$ cat config.mk
export PLATFORM = sky130hd
export DESIGN_NAME = adcz_window_compressor
export DESIGN_NICKNAME = d
export VERILOG_FILES = /design/src/rtl/adcz_pkg.sv /design/src/rtl/adcz_classify.sv /design/src/rtl/adcz_popcount.sv /design/src/rtl/adcz_window_compressor.sv
export SDC_FILE = /design/constraint.sdc
export NUM_CORES = 1
export LEC_CHECK = 0
export BUFFER_PORTS_ARGS = -buffer_cell sky130_fd_sc_hd__buf_2
export CAP_MARGIN = 5
export CORE_MARGIN = 5
export CORE_UTILIZATION = 51
export DETAILED_ROUTE_END_ITERATION = 10
export GPL_ROUTABILITY_DRIVEN = 1
export GPL_TIMING_DRIVEN = 0
export PLACE_DENSITY = 0.83
export SLEW_MARGIN = 20
export SYNTH_ARGS = -nofsm -noshare
export SYNTH_HDL_FRONTEND = slang
export SYNTH_SLANG_ARGS = --single-unit
$ cat constraint.sdc
create_clock -name clk -period 5.8 [get_ports clk]
set_input_delay 0.29 -clock clk [delete_from_list [all_inputs] [get_ports clk]]
set_output_delay 0.29 -clock clk [all_outputs]
set_load 0.01 [all_outputs]
$ cat src/rtl/adcz_pkg.sv
package adcz_pkg;
    typedef enum logic {
        ST_IDLE = 1'b0,
        ST_LOAD = 1'b1
    } adcz_state_e;

    localparam int ADCZ_PEDESTAL_LO = 248;
endpackage

$ cat src/rtl/adcz_classify.sv
module adcz_classify #(
    parameter int SAMPLE_W = 12,
    parameter int SHORT_W  = 4,
    parameter int PED_LO   = 248
) (
    input  logic [SAMPLE_W-1:0] sample,
    output logic                is_long,
    output logic [SHORT_W-1:0]  short_code,
    output logic [SAMPLE_W-1:0] long_val
);
    localparam int              HI_INT = PED_LO + (1 << SHORT_W) - 1;
    localparam logic [SAMPLE_W-1:0] LO_V = SAMPLE_W'(PED_LO);
    localparam logic [SAMPLE_W-1:0] HI_V = SAMPLE_W'(HI_INT);

    logic in_win;

    always_comb begin
        in_win     = (sample >= LO_V) && (sample <= HI_V);
        is_long    = !in_win;
        short_code = in_win ? SHORT_W'(sample - LO_V) : '0;
        long_val   = in_win ? '0 : sample;
    end
endmodule

$ cat src/rtl/adcz_popcount.sv
module adcz_popcount #(
    parameter int N     = 8,
    parameter int CNT_W = $clog2(N + 1)
) (
    input  logic [N-1:0]     bits,
    output logic [CNT_W-1:0] count
);
    always_comb begin
        count = '0;
        for (int k = 0; k < N; k++) begin
            count = count + CNT_W'(bits[k]);
        end
    end
endmodule

$ cat src/rtl/adcz_window_compressor.sv
module adcz_window_compressor
    import adcz_pkg::*;
#(
    parameter int NCH      = 8,
    parameter int SAMPLE_W = 12,
    parameter int SHORT_W  = 4,
    parameter int PED_LO   = ADCZ_PEDESTAL_LO,
    localparam int CNT_W   = $clog2(NCH + 1)
) (
    input  logic                    clk,
    input  logic                    rst,
    input  logic                    in_valid,
    input  logic [NCH*SAMPLE_W-1:0] in_samples,
    output logic                    out_valid,
    output logic [NCH*SHORT_W-1:0]  out_short,
    output logic [NCH-1:0]          out_map,
    output logic [NCH*SAMPLE_W-1:0] out_long,
    output logic [CNT_W-1:0]        out_count
);
    adcz_state_e state_q, state_d;

    logic [NCH-1:0]          map_c;
    logic [NCH*SHORT_W-1:0]  short_c;
    logic [NCH*SAMPLE_W-1:0] long_c;
    logic [CNT_W-1:0]        count_c;

    logic [NCH-1:0]          map_q;
    logic [NCH*SHORT_W-1:0]  short_q;
    logic [NCH*SAMPLE_W-1:0] long_q;
    logic [CNT_W-1:0]        count_q;

    for (genvar g = 0; g < NCH; g++) begin : g_ch
        adcz_classify #(
            .SAMPLE_W(SAMPLE_W),
            .SHORT_W (SHORT_W),
            .PED_LO  (PED_LO)
        ) u_cls (
            .sample    (in_samples[g*SAMPLE_W +: SAMPLE_W]),
            .is_long   (map_c[g]),
            .short_code(short_c[g*SHORT_W +: SHORT_W]),
            .long_val  (long_c[g*SAMPLE_W +: SAMPLE_W])
        );

        // p_exclusive_r5: a long slot carries no short code, a short slot no long value
        p_exclusive_r5: assert property (@(posedge clk) disable iff (rst)
            out_map[g] ? (out_short[g*SHORT_W +: SHORT_W] == '0)
                       : (out_long[g*SAMPLE_W +: SAMPLE_W] == '0));
    end

    adcz_popcount #(.N(NCH), .CNT_W(CNT_W)) u_cnt (
        .bits (map_c),
        .count(count_c)
    );

    // next-state: T_CAPTURE / T_STREAM on strobe, T_DRAIN / T_REST without
    always_comb begin
        state_d = state_q;
        unique case (state_q)
            ST_IDLE: state_d = in_valid ? ST_LOAD : ST_IDLE;
            ST_LOAD: state_d = in_valid ? ST_LOAD : ST_IDLE;
            default: state_d = ST_IDLE;
        endcase
    end

    always_ff @(posedge clk) begin
        if (rst) state_q <= ST_IDLE;
        else     state_q <= state_d;
    end

    always_ff @(posedge clk) begin
        if (rst) begin
            map_q   <= '0;
            short_q <= '0;
            long_q  <= '0;
            count_q <= '0;
        end else if (in_valid) begin
            map_q   <= map_c;
            short_q <= short_c;
            long_q  <= long_c;
            count_q <= count_c;
        end
    end

    always_comb begin
        out_valid = (state_q == ST_LOAD);
        out_map   = map_q;
        out_short = short_q;
        out_long  = long_q;
        out_count = count_q;
    end

    p_valid_lag_r7: assert property (@(posedge clk) disable iff (rst)
        in_valid |=> out_valid);
    p_valid_drop_r7: assert property (@(posedge clk) disable iff (rst)
        !in_valid |=> !out_valid);
    p_hold_r8: assert property (@(posedge clk) disable iff (rst)
        !in_valid |=> ($stable(out_map) && $stable(out_short) &&
                       $stable(out_long) && $stable(out_count)));
    p_count_r6: assert property (@(posedge clk) disable iff (rst)
        out_count == CNT_W'($countones(out_map)));
endmodule

; Word level (Yosys, flattened, before mapping)
; Cells that the tools add are included.
; W data, S select, Z words.
[classes]
add_sub_neg = 15
n_mul = 0
n_div = 0
order_cmp = 16
eq_ne = 0
shifts = 0
muxes = 17
bitwise_logic = 0
reduce_logical = 16
[op_table]
columns = op, n
row1 = $ge A12 B8 Y1 const B, 8
row2 = $le A12 B9 Y1 const B, 8
row3 = $mux W12, 8
row4 = $mux W4, 8
row5 = $sub A4 B4 Y4 const B, 8
row6 = $add A4 B1 Y4, 6
row7 = $logic_and A1 B1 Y1, 8
row8 = $logic_not A1 Y1, 8
row9 = $add A1 B1 Y2, 1
row10 = $mux W1, 1
[totals]
ff_bits = 141
latch_bits = 0
ramBits = 0
romBits = 0
in_bits = 99
out_inout_bits = 141
wordCells = 69
memories = 0

; Logic depth before layout (Yosys ltp)
[depth]
ltp_word = 10
ltp_mapped = 16
mapped_depth_nobuf = 16

; Modules after synthesis
; Synthesis repeated with hierarchy kept, for this count alone.
[hier_totals]
cells_unflattened = 694
hier_area_um2 = 6417.4
[by_module_without_submodules]
columns = module, instances, cells_each, area_each_um2, seq_area_each_um2
row1 = adcz_window_compressor, 1, 454, 5016.1, 2822.7
row2 = adcz_classify, 8, 27, 151.4, 0.0
row3 = adcz_popcount, 1, 24, 190.2, 0.0

; Worst setup path before layout
; OpenSTA, ideal clock, no wires.
[synth_path]
path_type = in2reg
startpoint = input port in_samples[17]
endpoint = register count_q[1] (netlist: out_count[1])
setup_ps = 86
arrival_ps = 3712
required_time_ps = 5714
setup_slack_ps = 2002
stages = 13
path_buffers = 1
cell_sequence = or4b_4 > o22a_1 > buf_6 > nand2b_1 > ha_1 > inv_1 > fa_1 > fa_1 > inv_1 > fa_1 > inv_1 > fa_1 > a211oi_1
[synth_via]
elab_chain_cells = 10
word_cells_on_any_way = 11
classes_between = add/sub (7) / order compare (2) / reduce/logical (2)
[synth_lines]
columns = item, line_no
row1 = start: declaration, adcz_window_compressor.sv:13  ; input logic [NCH*SAMPLE_W-1:0] in_samples,
row2 = $ge A12 B8 Y1 / $le A12 B9 Y1 (equally long branches), adcz_classify.sv:18  ; in_win = (sample >= LO_V) && (sample <= HI_V);
row3 = $logic_and A1 B1 Y1 *, adcz_classify.sv:18
row4 = $logic_not A1 Y1 *, adcz_classify.sv:19  ; is_long = !in_win;
row5 = net g_ch[1].u_cls.is_long, adcz_classify.sv:7  ; output logic is_long,
row6 = $add A1 B1 Y2 *, adcz_popcount.sv:11  ; count = count + CNT_W'(bits[k]);
row7 = $add A4 B1 Y4 * (6 in series), adcz_popcount.sv:11
row8 = end signal: assignment, adcz_window_compressor.sv:80  ; count_q <= count_c;
row9 = end: declaration, adcz_window_compressor.sv:30  ; logic [CNT_W-1:0] count_q;
; Mark *: on every way through the listed nets, which the timed path passes. The rest lies on a longest branch.
; A chain may end at the register's enable or synchronous reset.

; Worst setup path after layout
; Same ends and word-level chain as after synthesis.

==> out/metrics.yaml <==
seq_power_share_pct: 44.0
peakVddDrop_mv: 0.2315
final_util_pct: 69.29
rsz0062_at_grt: "no"
hold-worst-slack_ps: 101.8
firstDrtPassIters: 7
finClkSkew_ps: 0
cts_setup_buffers: 0
combPwrFrac_pct: 12.4
worstHoldPathType: "input port to flip-flop"
routed_via_density: 5.816
p_sw_mw: 0.6140
use_met1_pct: 34.64
numCtsBuffers: 17
dpl_worst_slack_ps: 1664
syn_inst: 685
avgRoutedWirePerCell_um: 18.78
status: "complete, no violations"
hold_viol_final: 0
setup_slack_ps: 2127
worstMarginPinSlew_ps: 1127
final-seq-area_um2: 2823
dp_cells: 1065
placed_area_um2: 7423
crit_type: "input port to flip-flop"
antenna_found_initial: 1
ctsHtreeMaxLevel: 4
ys.flop_type: "dfxtp_1"
grt_pass1_vias: 6159
synth-seq-cells: 141
fin_cells: 1096
clockBufferDepth: 2
design_area_um2: 7979
ys_warn_count: 0
rows: 39
layout.nets: 1047
totalWireLength_mm: 20.58
setup_tns_ps: 0
clk_pin_slew_ps: 60
pwr-share-clk_pct: 43.6
dieWidth_um: 119.0
cp.arrival_ps: 4020
area_delta_synth_final_pct: 31.70
cts_tree: "built"
multi_input_area_um2: 2938
worst_setup_path_start_kind: "input port"
synth_top_area_share_pct: 46.59
grt.met2_usage_pct: 44.79
yosysSeqAreaShare_pct: 46.59
diodes: 0
ant_nets: 0
power_leakage_nw: 3.633
drc: 0
drt_iter0_markers: 644
io_pins: 240
maxCapViolations: 0
track_usage_pct: 28.34
syn-num-nets: 791
fin_crit_sh_pct: 63.33
io_buffers: 237
r2r_cells: 2
grt_max_degree: 17
holdBufCountCts: 0
fillers: 958
synth.cell_area_um2: 6058
synth-edff-count: 0
worstSkewPairLatency_ps: 430
fin_crit_ps: 3673
p_sw_share_pct: 25.81
r2r_setup_slack_ps: 5030
drive_gt1_share_pct: 29.80
power_mw: 2.379
start_util_pct: 52.61
async_reset_ff_share_pct: 0
internal_power_mw: 1.765
synth_cell_types: 49
drv_slew: 0
grt_pass1_wl_mm: 31.82
cp_max_fo: 10
fmax_mhz: 272.3
yosys-top-cells-area: "dfxtp_1 47%, nand2_1 6.6%, mux2i_1 4.3%"
met3_usage_pct: 8.104
crit_path_start: "in_samples[17]"
endpoint: "out_count[1]"
gp_congestion: 0.9340
cts-root-buf: "clkbuf_16"
avgSynthCellArea_um2: 8.844
yosys.area.top_type: "dfxtp_1"
timing.slew.headroom_pct: 24.59
cts_repair_resize_count: 0
required_ps: 6150
finalSetupViolCount: 0
die-area_um2: 14160
critical_path.endpoint_type: "flip-flop"
cts.sinks: 141
dp_hpwl_mm: 15.24
reg2reg_to: "out_long[41]"
p_per_area_nw_per_um2: 298.1
top_usage_layer: "met2"
vias: 6374
reg2reg_from: "out_long[41]"
core_area_um2: 11520
grt_remaining_overflow: 0
die-height_um: 119.0
cells in the mapped netlist, drive strengths merged (10+ instances only):
library cell    n
inv            17
a32oi          22
dfxtp         141
clkbuf         48
nand2         106
mux2i          26
a21oi          47
and3           17
a32o           10
nand3          42
nor2           54
o41ai          15
buf            10
o211ai         27
critical path, cell delays in order:
cell and delay, ps:
buf_2 120, or4b_4 530, o22a_1 250, buf_6 160
nand2b_1 170, ha_1 320, inv_1 50, fa_1 460
fa_1 490, inv_1 50, fa_1 440, inv_1 90
fa_1 400, a211oi_1 220
placed cells by master (no fill, tap or decap), drive strengths merged, types with 6 or more instances in the layout:
cell | Yosys | routed
o41ai | 15 | 15
o211ai | 27 | 27
o21bai | 9 | 9
or3 | 8 | 8
inv | 17 | 17
nand4b | 7 | 7
clkbuf | 48 | 73
buf | 10 | 247
and3 | 17 | 17
a211oi | 6 | 6
nand2 | 106 | 106
nor2 | 54 | 54
dfxtp | 141 | 141
nand3 | 42 | 42
nor3 | 8 | 8
a32oi | 22 | 22
a32o | 10 | 10
a21oi | 47 | 47
mux2i | 26 | 26
o32ai | 9 | 9
cell type report:
class,instances,share of cell area (%)
Tap cell,143,2.242
Sequential cell,141,35.38
Multi-Input combinational cell,469,36.82
Buffer,58,2.932
Clock buffer,25,6.210
Inverter,17,0.7997
Clock inverter,6,0.7527
Timing Repair Buffer,237,14.87
layer usage:
metal  up-vias  part of all wire (%)
li1       3014                     -
met1      2952                    40
met2       340                    47
met3        66                   8.8
met4         2                   4.4
met5         -                 0.053
flip-flops by register name, summed over array words and instances, names as in the netlist:
signal / count
out_count: 4
out_valid: 1
out_map: 8
out_long: 96
out_short: 32
logic make-up (layout without fill, tap and decap cells):
group           after synthesis  in the layout  share of synthesized area, %
compound gates              157            157                         19.93
xor+xnor                      1              1                        0.1446
mux                          26             26                         4.296
simple gates                278            278                         22.18
flops                       141            141                         46.59
buf+inv                      75            343                         4.915
fa+ha+maj                     7              7                         1.941
power by group through the flow:
stage	Clock, mW	Sequential, mW	Combinational (mW)
3_5_place_dp	0	1.07	0.292
6_report	1.04	1.05	0.296
3_3_place_gp	0	1.06	0.288
5_1_grt	1.09	1.05	0.322
2_1_floorplan	0	1.09	0.126
4_1_cts	1.04	1.05	0.294
how the worst min path moves through the flow:
| stage | cells past startpoint | slack (ps) | end | start |
|---|---|---|---|---|
| floorplan | 2 | 440 | out_long[47] | in_samples[47] |
| detailed placement | 2 | 450 | out_long[52] | out_long[52] |
| CTS | 3 | 100 | out_long[59] | in_samples[59] |
| global route | 3 | 110 | out_long[69] | in_samples[69] |
| finish | 3 | 100 | out_long[35] | in_samples[35] |
| global placement | 1 | 440 | out_long[27] | out_long[27] |
No activity file was read; power rests on OpenSTA's default activity.
